$ cat src/rtl/flash_cycle_engine.sv
module flash_cycle_engine #(
  parameter int BUF_BYTES = 64,
  parameter int HOST_AW = $clog2(BUF_BYTES / 4) + 1,
  parameter int TIMEOUT_CYC = 4096,
  parameter logic [23:0] PROT_LO = 24'h0F0000,
  parameter logic [23:0] PROT_HI = 24'h100000
) (
  input  logic               clk,
  input  logic               rst_n,
  input  logic               host_we,
  input  logic [HOST_AW-1:0] host_addr,
  input  logic [31:0]        host_wdata,
  output logic [31:0]        host_rdata,
  output logic               spi_cs_n,
  output logic               spi_req,
  output logic [7:0]         spi_wdata,
  input  logic               spi_ack,
  input  logic [7:0]         spi_rdata
);
  localparam int CW  = $clog2(BUF_BYTES);
  localparam int TW  = $clog2(TIMEOUT_CYC + 1);
  localparam int WSW = HOST_AW - 1;
  localparam logic [2:0] T_READ = 3'd0, T_WRITE = 3'd1, T_ERASE = 3'd2,
                         T_RDID = 3'd3, T_RDSR = 3'd4, T_WRSR = 3'd5;

  typedef enum logic [3:0] {
    S_IDLE, S_WREN, S_GAP1, S_OP, S_ADR, S_DAT, S_GAP2, S_POP, S_PRD
  } state_t;

  function automatic logic needs_we(input logic [2:0] t);
    return t == T_WRITE || t == T_ERASE || t == T_WRSR;
  endfunction
  function automatic logic has_addr(input logic [2:0] t);
    return t == T_READ || t == T_WRITE || t == T_ERASE;
  endfunction
  function automatic logic is_rx(input logic [2:0] t);
    return t == T_READ || t == T_RDID || t == T_RDSR;
  endfunction
  function automatic logic [7:0] opcode(input logic [2:0] t);
    case (t)
      T_READ:  return 8'h03;
      T_WRITE: return 8'h02;
      T_ERASE: return 8'h20;
      T_RDID:  return 8'h9F;
      T_RDSR:  return 8'h05;
      default: return 8'h01;
    endcase
  endfunction

  state_t          state;
  logic [23:0]     faddr, lat_addr;
  logic [2:0]      cyc_type;
  logic [CW-1:0]   cnt, idx;
  logic            fl_done, fl_fcerr, fl_aerr;
  logic [TW-1:0]   tmo;
  logic [7:0]      mem [BUF_BYTES];

  wire           busy      = state != S_IDLE;
  wire           ctrl_wr   = host_we && host_addr == HOST_AW'(1);
  wire           buf_sel   = host_addr[HOST_AW-1];
  wire [WSW-1:0] wsel      = host_addr[WSW-1:0];
  wire [2:0]     new_type  = host_wdata[3:1];
  wire           in_prot   = faddr >= PROT_LO && faddr < PROT_HI;
  wire           tmo_hit   = busy && tmo == TW'(TIMEOUT_CYC - 1);
  wire           byte_st   = state inside {S_WREN, S_OP, S_ADR, S_DAT, S_POP, S_PRD};
  wire [1:0]     result    = fl_fcerr ? 2'd3 : fl_aerr ? 2'd2 : fl_done ? 2'd1 : 2'd0;
  wire           unused_hi = ^host_wdata[31:24];

  assign spi_req  = byte_st;
  assign spi_cs_n = !byte_st;

  always_comb begin
    case (state)
      S_WREN:  spi_wdata = 8'h06;
      S_OP:    spi_wdata = opcode(cyc_type);
      S_ADR:   spi_wdata = idx == CW'(0) ? lat_addr[23:16] :
                           idx == CW'(1) ? lat_addr[15:8] : lat_addr[7:0];
      S_DAT:   spi_wdata = is_rx(cyc_type) ? 8'h00 : mem[idx];
      S_POP:   spi_wdata = 8'h05;
      default: spi_wdata = 8'h00;
    endcase
  end

  always_comb begin
    host_rdata = '0;
    if (buf_sel)
      host_rdata = {mem[{wsel, 2'd3}], mem[{wsel, 2'd2}], mem[{wsel, 2'd1}], mem[{wsel, 2'd0}]};
    else if (host_addr == HOST_AW'(0))
      host_rdata[23:0] = faddr;
    else if (host_addr == HOST_AW'(1)) begin
      host_rdata[3:1]     = cyc_type;
      host_rdata[4 +: CW] = cnt;
      host_rdata[16]      = fl_done;
      host_rdata[17]      = fl_fcerr;
      host_rdata[18]      = fl_aerr;
      host_rdata[19]      = busy;
      host_rdata[21:20]   = result;
    end
  end

  always_ff @(posedge clk) begin
    if (host_we && buf_sel)
      for (int b = 0; b < 4; b++) mem[{wsel, 2'(b)}] <= host_wdata[8*b +: 8];
    if (state == S_DAT && spi_ack && is_rx(cyc_type) && !tmo_hit)
      mem[idx] <= spi_rdata;
  end

  always_ff @(posedge clk or negedge rst_n) begin
    if (!rst_n) begin
      state    <= S_IDLE;
      faddr    <= '0;
      lat_addr <= '0;
      cyc_type <= '0;
      cnt      <= '0;
      idx      <= '0;
      tmo      <= '0;
      fl_done  <= 1'b0;
      fl_fcerr <= 1'b0;
      fl_aerr  <= 1'b0;
    end else begin
      if (host_we && host_addr == HOST_AW'(0)) faddr <= host_wdata[23:0];
      if (ctrl_wr) begin
        if (host_wdata[16]) fl_done  <= 1'b0;
        if (host_wdata[17]) fl_fcerr <= 1'b0;
        if (host_wdata[18]) fl_aerr  <= 1'b0;
      end
      if (busy) tmo <= tmo + 1'b1;

      if (ctrl_wr && !busy) begin
        cyc_type <= new_type;
        cnt      <= host_wdata[4 +: CW];
        if (host_wdata[0]) begin
          if (new_type > T_WRSR)
            fl_fcerr <= 1'b1;
          else if (has_addr(new_type) && needs_we(new_type) && in_prot)
            fl_aerr <= 1'b1;
          else begin
            lat_addr <= faddr;
            tmo      <= '0;
            idx      <= '0;
            state    <= needs_we(new_type) ? S_WREN : S_OP;
          end
        end
      end else if (tmo_hit) begin
        state    <= S_IDLE;
        fl_fcerr <= 1'b1;
      end else begin
        case (state)
          S_WREN: if (spi_ack) state <= S_GAP1;
          S_GAP1: state <= S_OP;
          S_OP: if (spi_ack) begin
            idx   <= '0;
            state <= has_addr(cyc_type) ? S_ADR : S_DAT;
          end
          S_ADR: if (spi_ack) begin
            if (idx == CW'(2)) begin
              idx   <= '0;
              state <= cyc_type == T_ERASE ? S_GAP2 : S_DAT;
            end else idx <= idx + 1'b1;
          end
          S_DAT: if (spi_ack) begin
            if (idx == cnt) begin
              if (needs_we(cyc_type)) state <= S_GAP2;
              else begin
                state   <= S_IDLE;
                fl_done <= 1'b1;
              end
            end else idx <= idx + 1'b1;
          end
          S_GAP2: state <= S_POP;
          S_POP: if (spi_ack) state <= S_PRD;
          S_PRD: if (spi_ack && !spi_rdata[0]) begin
            state   <= S_IDLE;
            fl_done <= 1'b1;
          end
          default: state <= S_IDLE;
        endcase
      end
    end
  end

  a_r9_quiet_refusal: assert property (@(posedge clk) disable iff (!rst_n)
    $rose(fl_aerr) |-> spi_cs_n && $past(spi_cs_n));
  a_r10_tmo_bound: assert property (@(posedge clk) disable iff (!rst_n)
    busy |-> tmo < TW'(TIMEOUT_CYC));
  a_r10_error_idle: assert property (@(posedge clk) disable iff (!rst_n)
    $rose(fl_fcerr) |-> !busy && spi_cs_n);
  a_r11_go_ignored: assert property (@(posedge clk) disable iff (!rst_n)
    (busy && ctrl_wr && host_wdata[0]) |=> $stable(cyc_type) && $stable(cnt) && $stable(lat_addr));
  a_r3_done_idle: assert property (@(posedge clk) disable iff (!rst_n)
    $rose(fl_done) |-> !busy && spi_cs_n && !$rose(fl_fcerr));
endmodule

$ cat config.mk
export PLATFORM = sky130hd
export DESIGN_NAME = flash_cycle_engine
export DESIGN_NICKNAME = d
export VERILOG_FILES = /design/src/rtl/flash_cycle_engine.sv
export SDC_FILE = /design/constraint.sdc
export NUM_CORES = 1
export LEC_CHECK = 0
export BUFFER_PORTS_ARGS = -buffer_cell sky130_fd_sc_hd__buf_4
export CAP_MARGIN = 40
export CORE_MARGIN = 3
export CORE_UTILIZATION = 25
export CTS_CLUSTER_DIAMETER = 80
export DETAILED_ROUTE_END_ITERATION = 7
export SYNTH_ARGS = -nofsm -noshare
export SYNTH_HDL_FRONTEND = slang
export SYNTH_SLANG_ARGS = --single-unit
$ cat constraint.sdc
create_clock -name clk -period 3.15 [get_ports clk]
set_clock_uncertainty 0.2 [all_clocks]
set_input_delay 0.315 -clock clk [delete_from_list [all_inputs] [get_ports clk]]
set_output_delay 0.315 -clock clk [all_outputs]
set_load 0.1 [all_outputs]
-- Yosys cells after proc, flatten, opt, wreduce, memory -nomap -nowiden
Memory sizes are Yosys's and may differ from the RTL's.
Index checks and enable logic that the tools add are counted.
W data, S select, Z words.
- order comparisons: 3
- reduce and logical (&&, ||, !) cells: 36
- eq/ne operators: 37
- bitwise operators: 2
- muxes and demuxes: 76
- add/sub/neg operators: 2
- operator list (operator ; count):
    $pmux W8 S5 ; 2
    $mux W6 ; 13
    $mux W13 ; 5
    $mux W4 ; 13
    $mux W8 ; 4
    $pmux W4 S8 ; 1
    $mux W1 ; 27
    $ge A24 B20 Y1 const B ; 1
    $lt A24 B21 Y1 const B ; 1
    $mux W24 ; 1
    $ne A4 B3 Y1 const B ; 5
    $mux W9 ; 2
    $pmux W6 S3 ; 1
    $eq A4 B3 Y1 const B ; 4
    $add A13 B1 Y13 const B ; 1
    $eq A13 B12 Y1 const B ; 1
    $logic_and A1 B1 Y1 ; 12
    $ne A4 B2 Y1 const B ; 3
    $reduce_and A11 Y1 ; 1
    $logic_or A1 B1 Y1 ; 10
    $mux W2 ; 5
    $eq A3 B2 Y1 const B ; 3
    $eq A3 B3 Y1 const B ; 3
    $ne A3 B2 Y1 const B ; 3
    24 further kinds ; 34
- input port bits: 49
- logic and storage cells: 167
- bits in writable memories: 512
- output and inout port bits: 42
- memories kept: 1
- register bits after elaboration: 83
- memories (name ; words ; width ; read ports ; clocked after memory_dff ; write ports ; line ; text):
    mem ; 64 ; 8 ; 5 ; 0 ; 5 ; 56 ; logic [7:0] mem [BUF_BYTES];

-- Longest topological paths before layout
Gate-level depths: netlist of the first run.
- depth in word-level cells: 9
- depth in mapped cells: 12

-- Worst setup path before layout of the first run
Ideal clock, no wire load.
- path type: register -> output
- start: register idx[0]
- end: output spi_wdata[0]
- cell stages (with the launch flop): 9
- arrival time: 5.230 ns
- setup slack: -2.595 ns
- buffers on the path: 3
- data required time: 2.635 ns
- cells stage by stage: dfrtp_1 buf_2 buf_2 buf_4 nor2_1 a221oi_1 nor4_1 a211oi_1 o311ai_0
- cells in the longest elaborated chain, start to end: 4
- elaborated cells on any way between the ends: 7
- classes of those cells: 1 x eq/ne; 4 x mux; 1 x reduce/logical; 1 x memory
- ends and longest elaborated chain (what ; line ; text):
    from (decl) ; 53 ; logic [CW-1:0] cnt, idx;
    from (signal assigned) ; 159 ; end else idx <= idx + 1'b1;
    from (signal assigned) ; 168 ; end else idx <= idx + 1'b1;
    branches (longest 3 deep; another with $mem_v2 Z64 W8) ; n/a ;
    $pmux W8 S5 (*) ; 73 ; case (state)
    to (decl) ; 16 ; output logic [7:0] spi_wdata,
Mark *: on every way between the ends.

-- Final worst setup path of the first run
- start: register idx[0]
- end: output spi_wdata[1]
The elaborated chain is that of the path after synthesis.

==> results of run 1 <==
through the flow:
| step | area (sq um) | util (%) | total power, mW |
|---|---|---|---|
| finish | 45300 | 32.4 | 27.2 |
| global route | 45300 | 32.3 | 27.8 |
| floorplan | 35700 | - | 14.2 |
| global placement | 41200 | 29.4 | 17.5 |
| detailed placement | 41300 | 29.5 | 17.6 |
| CTS | 44900 | 32.1 | 26.8 |
logic make-up after synthesis:
group / Yosys count
DFF: 595
AOI/OAI and AO/OA: 236
xor gates and xnor gates: 20
muxes: 875
and+or+nand+nor: 432
buffers and inverters: 242
adders and majority gates: 5
layout by cell type (no fill, tap or decap), types with 36 or more instances in the layout:
cell	n
clkbuf_16	70
nand2_1	136
mux2_2	556
buf_4	349
dfrtp_1	78
buf_12	106
mux4_2	267
nor2_1	65
o21ai_0	49
edfxtp_1	512
nand2_2	36
mux2i_1	39
critical path, stage by stage, from the launching register on:
cell and delay, ns:
dfrtp_4 0.48, buf_12 0.16, buf_8 0.14, buf_12 0.13, mux4_2 0.49, mux2i_1 0.15
buf_4 0.16, o22a_1 0.14, o2111ai_1 0.10, nor3_1 0.26, buf_4 0.21, o22ai_4 0.09
buf_12 0.18
worst paths after layout:
kind | startpoint | end | slack [ns] | cells after the start
min | rst_n | state[0]$_DFFE_PN0P_ | 0.03 | 3
min in group clk | spi_ack | state[3]$_DFFE_PN0P_ | 0.06 | 4
max | idx[0]$_DFFE_PN0P_ | spi_wdata[1] | -0.72 | 12
min reg2reg | lat_addr[19]$_DFFE_PN0P_ | lat_addr[19]$_DFFE_PN0P_ | 0.30 | 1
max in group asynchronous | rst_n | idx[0]$_DFFE_PN0P_ | 1.71 | 4
max reg2reg | idx[0]$_DFFE_PN0P_ | mem[15][1]$_DFFE_PP_ | 0.08 | 11
timing repair:
item	in CTS	in global routing
pin swaps	46	20
gates resized for setup	233	44
endpoints found under the setup margin	101	235
cloned	2	0
endpoints found under the hold margin	89	0
hold buffers	12	0
buffers inserted	21	22
registers in the layout (all words and copies together) (netlist names):
register and flops:
faddr 24, tmo 13, lat_addr 24, idx 6
fl_fcerr 1, cnt 6, mem 512, fl_aerr 1
cyc_type 3, state 4, fl_done 1
per-layer routing:
layer / track usage (%) / vias up / wire length, microns
li1: - / 10352 / -
met1: 32.4 / 14531 / 71100
met2: 36.2 / 2061 / 79400
met3: 5.86 / 397 / 20000
met4: 10.8 / 8 / 9430
met5: 0 / - / 45
area by class of cell:
class	instances	share of cell area, %
multi-input cells	1568	39.1
flip-flops and latches	595	38.5
repair buffers	500	11.9
well taps	1876	5.18
clock buffers	88	4.13
clock inverters	32	0.958
inverters	15	0.124
diodes	7	0.0387
power breakdown:
part	leakage, nW	total, mW	switching [mW]	internal, mW
registers	5.70	9.21	0.340	8.87
logic	8.63	9.57	5.33	4.24
clock network	1.13	8.42	3.46	4.96
total	15.5	27.2	9.13	18.1
==> metrics.txt, run 1 <==
# TYPE chip_impl_metric gauge
chip_impl_info{name="run_status",value="complete, but fails checks"} 1
chip_impl_info{name="failed_checks",value="setup timing"} 1
chip_impl_metric{name="power.static_leakage",unit="nW"} 15.5
chip_impl_metric{name="global_route.usage.total",unit="%"} 23.9
chip_impl_info{name="tritoncts",value="done"} 1
chip_impl_info{name="synth_top_family_by_area",value="multiplexers"} 1
chip_impl_metric{name="detail-route-antenna-nets",unit=""} 0
chip_impl_info{name="yosys.area.top_type",value="edfxtp_1"} 1
chip_impl_metric{name="fill_cells",unit=""} 13721
chip_impl_metric{name="powerDensity",unit="nW/um^2"} 600
chip_impl_info{name="grt_setup_unrepaired",value="yes"} 1
chip_impl_metric{name="drt_drc_violations_left",unit=""} 0
chip_impl_metric{name="synth-edff-count",unit=""} 512
chip_impl_metric{name="core",unit="sq um"} 140000
chip_impl_metric{name="syn_to_final_growth",unit="%"} 27.9
chip_impl_metric{name="start_util",unit="%"} 25.3
chip_impl_metric{name="count_of_yosys_warnings_during_synthesis",unit=""} 0
chip_impl_metric{name="detailroute.via_count",unit=""} 27349
chip_impl_metric{name="chipHeight",unit="microns"} 382
chip_impl_metric{name="clkLatencyLatePin",unit="ns"} 0.65
chip_impl_metric{name="area_share_of_the_largest_cell_type_after_synthesis",unit="%"} 43.4
chip_impl_info{name="root_buffer",value="clkbuf_16"} 1
chip_impl_metric{name="overall_die_width",unit="microns"} 382
chip_impl_metric{name="port-buffer-count",unit=""} 90
chip_impl_metric{name="layout-drive-gt1-share",unit="%"} 57.8
chip_impl_metric{name="grt_start_max_net_pins",unit=""} 60
chip_impl_metric{name="wl",unit="microns"} 180000
chip_impl_metric{name="yosys.cell_types.count",unit=""} 85
chip_impl_metric{name="tritoncts.num_buffers",unit=""} 67
chip_impl_metric{name="yosysSeqAreaShare",unit="%"} 49.3
chip_impl_metric{name="number_of_global_route_vias_before_repair",unit=""} 25730
chip_impl_metric{name="finalSetupTns",unit="ns"} -8.06
chip_impl_metric{name="worst_ep_arrival_time",unit="ns"} 3.36
chip_impl_metric{name="die_area",unit="sq um"} 146000
chip_impl_metric{name="gpl.final_weighted_congestion",unit=""} 1.02
chip_impl_metric{name="synthesis.instances",unit=""} 2405
chip_impl_metric{name="synth_fp_nets",unit=""} 2459
chip_impl_metric{name="final-hold-violation-count",unit=""} 0
chip_impl_metric{name="cts.sinks",unit=""} 595
chip_impl_info{name="synthFlopType",value="edfxtp_1"} 1
chip_impl_metric{name="number_of_vias_per_cell_after_detailed_routing",unit=""} 5.84
chip_impl_metric{name="final-max-slew-violation-count",unit=""} 0
chip_impl_metric{name="dr.pass1.iters",unit=""} 5
chip_impl_metric{name="nNetsFinal",unit=""} 2801
chip_impl_metric{name="max_cap_viol_count",unit=""} 0
chip_impl_metric{name="grt.overflow.total",unit=""} 0
chip_impl_info{name="timing.critical_path.to_type",value="output pin"} 1
chip_impl_metric{name="critPathRequiredTime",unit="ns"} 2.63
chip_impl_metric{name="synth_area_per_cell",unit="sq um"} 14.7
chip_impl_metric{name="path_max_fanout",unit=""} 8
chip_impl_metric{name="placedCellCount",unit=""} 4502
chip_impl_info{name="worstSetupStartpointType",value="flop"} 1
chip_impl_info{name="hold_class",value="input port to asynchronous set/reset pin"} 1
chip_impl_info{name="synth_common_cells",value="mux2_2, edfxtp_1, mux4_2"} 1
chip_impl_metric{name="synth_xor_area_share",unit="%"} 0.494
chip_impl_info{name="criticalPathCategory",value="flop to output pin"} 1
chip_impl_metric{name="max_freq",unit="MHz"} 258
chip_impl_metric{name="timing.hold.ws",unit="ns"} 0.0339
chip_impl_metric{name="postSynthRegisterBits",unit=""} 595
chip_impl_metric{name="final-setup-viol-count",unit=""} 40
chip_impl_metric{name="synth_mux_area_share",unit="%"} 36.2
chip_impl_metric{name="power.ir.vdd_worst",unit="mV"} 0.384
chip_impl_metric{name="cts.clk_slew.worst_paths",unit="ns"} 0.06
chip_impl_metric{name="final-seq-area",unit="sq um"} 17500
chip_impl_metric{name="post_route_setup_slack",unit="ns"} -0.722
chip_impl_metric{name="post_synth_fa_ha_maj_area_fraction",unit="%"} 0.177
chip_impl_metric{name="antenna_found_initial",unit=""} 30
chip_impl_metric{name="multiInputGateArea",unit="sq um"} 17700
chip_impl_info{name="yosys-top-cells-area",value="edfxtp_1, mux2_2, mux4_2"} 1
chip_impl_metric{name="clockBufferDepth",unit=""} 3
chip_impl_metric{name="post-dp-hpwl",unit="microns"} 136000
chip_impl_metric{name="worstMarginPinSlew",unit="ns"} 0.815
chip_impl_metric{name="cts_htree_levels",unit=""} 3
chip_impl_metric{name="count_of_placed_standard_cells_in_the_final_layout_fillers_left_out",unit=""} 4681
chip_impl_metric{name="synth-compound-area-share",unit="%"} 4.45
chip_impl_metric{name="synth_area",unit="sq um"} 35400
chip_impl_metric{name="postSynth.asyncResetShare",unit="%"} 13.9
chip_impl_metric{name="max-slew-margin-rel",unit="%"} 45.7
chip_impl_metric{name="io_pins",unit=""} 91
chip_impl_info{name="yosys.cell_count.top_type",value="mux2_2"} 1
chip_impl_metric{name="pre_cts_ws",unit="ns"} -0.437
chip_impl_metric{name="grt_pass1_wl",unit="microns"} 238000
chip_impl_metric{name="yosys.area_share.simple",unit="%"} 6.65
chip_impl_metric{name="final.period_utilization",unit="%"} 123
chip_impl_metric{name="min_period",unit="ns"} 3.87
chip_impl_metric{name="wire_per_inst",unit="microns"} 38.4
chip_impl_metric{name="first_drt_iteration_drcs",unit=""} 4555
chip_impl_metric{name="row_count",unit=""} 137
(Power assumes the default switching activity.)
==> inputs of run 2 (changes only) <==
RECOVER_POWER = 50   (was default)
REMOVE_ABC_BUFFERS = 1   (was default)
==> metrics.txt, run 2 (synthesized netlist as in run 1, its figures left out) <==
# TYPE chip_impl_metric gauge
chip_impl_metric{name="layout-drive-gt1-share",unit="%"} 56.3
chip_impl_metric{name="post-dp-hpwl",unit="microns"} 131000
chip_impl_info{name="failed_checks",value="capacitance limit, setup timing"} 1
chip_impl_metric{name="path_max_fanout",unit=""} 4
chip_impl_metric{name="number_of_vias_per_cell_after_detailed_routing",unit=""} 5.78
chip_impl_metric{name="max_freq",unit="MHz"} 249
chip_impl_info{name="tritoncts",value="done"} 1
chip_impl_info{name="root_buffer",value="clkbuf_16"} 1
chip_impl_info{name="worstSetupStartpointType",value="flop"} 1
chip_impl_info{name="timing.critical_path.slowest_stage_cell",value="dfrtp_4"} 1
chip_impl_metric{name="max_cap_viol_count",unit=""} 1
chip_impl_metric{name="clockBufferDepth",unit=""} 3
chip_impl_metric{name="gpl.final_weighted_congestion",unit=""} 1.04
chip_impl_metric{name="worstMarginPinSlew",unit="ns"} 1.49
chip_impl_metric{name="largest_reg_flops",unit=""} 512
chip_impl_metric{name="grt_pass1_wl",unit="microns"} 233000
chip_impl_metric{name="fill_cells",unit=""} 13744
chip_impl_metric{name="power.ir.vdd_worst",unit="mV"} 0.504
chip_impl_info{name="timing.critical_path.to_type",value="output pin"} 1
chip_impl_metric{name="final-seq-area",unit="sq um"} 17500
chip_impl_info{name="crit_chain",value="buf_6, buf_12, buf_16, mux4_2, a22oi_2, nor2_2, a221oi_4, a31oi_4, or3_4, buf_12"} 1
chip_impl_metric{name="tritoncts.num_buffers",unit=""} 74
chip_impl_metric{name="antenna_found_initial",unit=""} 23
chip_impl_metric{name="drt_drc_violations_left",unit=""} 0
chip_impl_metric{name="port-buffer-count",unit=""} 90
chip_impl_info{name="hold_class",value="input port to flop"} 1
chip_impl_metric{name="powerDensity",unit="nW/um^2"} 607
chip_impl_info{name="layout_commonest_cell",value="mux2_2"} 1
chip_impl_metric{name="worst_ep_arrival_time",unit="ns"} 3.50
chip_impl_metric{name="overall_die_width",unit="microns"} 382
chip_impl_info{name="criticalPathCategory",value="flop to output pin"} 1
chip_impl_metric{name="first_drt_iteration_drcs",unit=""} 4611
chip_impl_metric{name="total_power",unit="mW"} 27.2
chip_impl_metric{name="global_route.usage.total",unit="%"} 23.3
chip_impl_metric{name="final-hold-violation-count",unit=""} 0
chip_impl_metric{name="core",unit="sq um"} 140000
chip_impl_metric{name="cts.clk_slew.worst_paths",unit="ns"} 0.06
chip_impl_metric{name="detail-route-antenna-nets",unit=""} 0
chip_impl_metric{name="critical_path_max_stage_delay",unit="ns"} 0.53
chip_impl_metric{name="cts_htree_levels",unit=""} 3
chip_impl_metric{name="dr.pass1.iters",unit=""} 6
chip_impl_metric{name="cts.sinks",unit=""} 595
chip_impl_metric{name="io_pins",unit=""} 91
chip_impl_metric{name="chipHeight",unit="microns"} 382
chip_impl_metric{name="wl",unit="microns"} 174000
chip_impl_metric{name="power.static_leakage",unit="nW"} 15.3
chip_impl_metric{name="max-slew-margin-rel",unit="%"} 0.749
chip_impl_info{name="grt_setup_unrepaired",value="yes"} 1
chip_impl_metric{name="row_count",unit=""} 137
chip_impl_metric{name="detailroute.via_count",unit=""} 27131
chip_impl_metric{name="multiInputGateArea",unit="sq um"} 17600
chip_impl_metric{name="grt_start_max_net_pins",unit=""} 66
chip_impl_metric{name="post_route_setup_slack",unit="ns"} -0.861
chip_impl_metric{name="final-max-slew-violation-count",unit=""} 0
chip_impl_metric{name="timing.hold.ws",unit="ns"} 0.0761
chip_impl_metric{name="min_period",unit="ns"} 4.01
chip_impl_metric{name="die_area",unit="sq um"} 146000
chip_impl_info{name="cpMostUsedCell",value="buf_12"} 1
chip_impl_metric{name="finalSetupTns",unit="ns"} -70.53
chip_impl_metric{name="number_of_global_route_vias_before_repair",unit=""} 25592
chip_impl_metric{name="wire_per_inst",unit="microns"} 37.2
chip_impl_metric{name="final-setup-viol-count",unit=""} 463
chip_impl_metric{name="clkLatencyLatePin",unit="ns"} 0.66
chip_impl_metric{name="nNetsFinal",unit=""} 2803
chip_impl_info{name="reg_top3",value="mem: 512 flops, faddr: 24 flops, lat_addr: 24 flops"} 1
chip_impl_metric{name="syn_to_final_growth",unit="%"} 26.6
chip_impl_info{name="max_flop_register",value="mem"} 1
chip_impl_metric{name="critPathRequiredTime",unit="ns"} 2.63
chip_impl_metric{name="start_util",unit="%"} 25.3
chip_impl_info{name="mostFrequentLayoutCells",value="mux2_2, edfxtp_1, buf_4"} 1
chip_impl_metric{name="final.period_utilization",unit="%"} 127
chip_impl_info{name="run_status",value="complete, but fails checks"} 1
chip_impl_metric{name="grt.overflow.total",unit=""} 0
[run 2: cell count changes in the layout (fill, tap and decap cells not counted), sizes merged]
cell and delta:
buf -43, bufinv -2, clkbuf +40, clkinv +6, clkinvlp +2, diode +3, dlygate4sd3 +4
[run 2: worst paths after layout]
kind                                            end                      from  slack, ns  depth (start not counted)
max                                    spi_wdata[3]        idx[0]$_DFFE_PN0P_      -0.86                         10
max in group asynchronous     faddr[16]$_DFFE_PN0P_                     rst_n       0.92                          3
min reg2reg                lat_addr[23]$_DFFE_PN0P_  lat_addr[23]$_DFFE_PN0P_       0.30                          1
min                              fl_fcerr$_DFF_PN0_            host_wdata[17]       0.08                          4
max reg2reg                    mem[28][7]$_DFFE_PP_      state[0]$_DFFE_PN0P_      -0.31                          7
min in group asynchronous     faddr[12]$_DFFE_PN0P_                     rst_n       0.37                          2
[run 2: per-layer routing]
| layer | wire length [microns] | global-route usage, % |
|---|---|---|
| met5 | 145 | 0 |
| met4 | 9110 | 9.98 |
| met3 | 21400 | 6.74 |
| met2 | 74500 | 34.2 |
| met1 | 69200 | 31.9 |
[run 2: repair_timing]
action,in CTS,in global routing
hold endpoints to repair,70,0
setup buffers,25,8
pin swaps,49,18
gates cloned,2,0
setup endpoints to repair,66,62
hold buffers,16,0
resized for setup,290,33
[run 2: stage by stage]
step,setup slack (ns),util [%],cell area (sq um),cells
2_1_floorplan,-6.21,-,34500,2178
3_3_place_gp,-0.728,29.2,40800,4498
3_5_place_dp,-0.717,29.2,40900,4503
4_1_cts,-0.791,32.1,44900,4673
5_1_grt,-0.853,32.0,44800,4681
6_report,-0.861,32.0,44800,4691
[run 2: where the power goes]
group	switching, mW	internal (mW)	total, mW
sequential	0.309	8.87	9.18
clock	3.60	5.10	8.70
combinational	5.15	4.18	9.33
total	9.06	18.1	27.2
[run 2: critical path, delay by kind of cell, from the launching register on]
kind	cells	cell delay [ns]
simple gates	2	0.53
buf+inv	4	0.56
flops	1	0.53
compound gates	3	0.68
mux	1	0.51
[run 2: area by class of cell]
type | count | share of cell area (%)
sequential | 595 | 38.9
antenna | 10 | 0.0558
clock inverter | 38 | 0.870
clock buffer | 94 | 4.48
timing repair buffer | 495 | 11.0
inverter | 15 | 0.126
tap | 1876 | 5.23
multi-input combinational | 1568 | 39.3
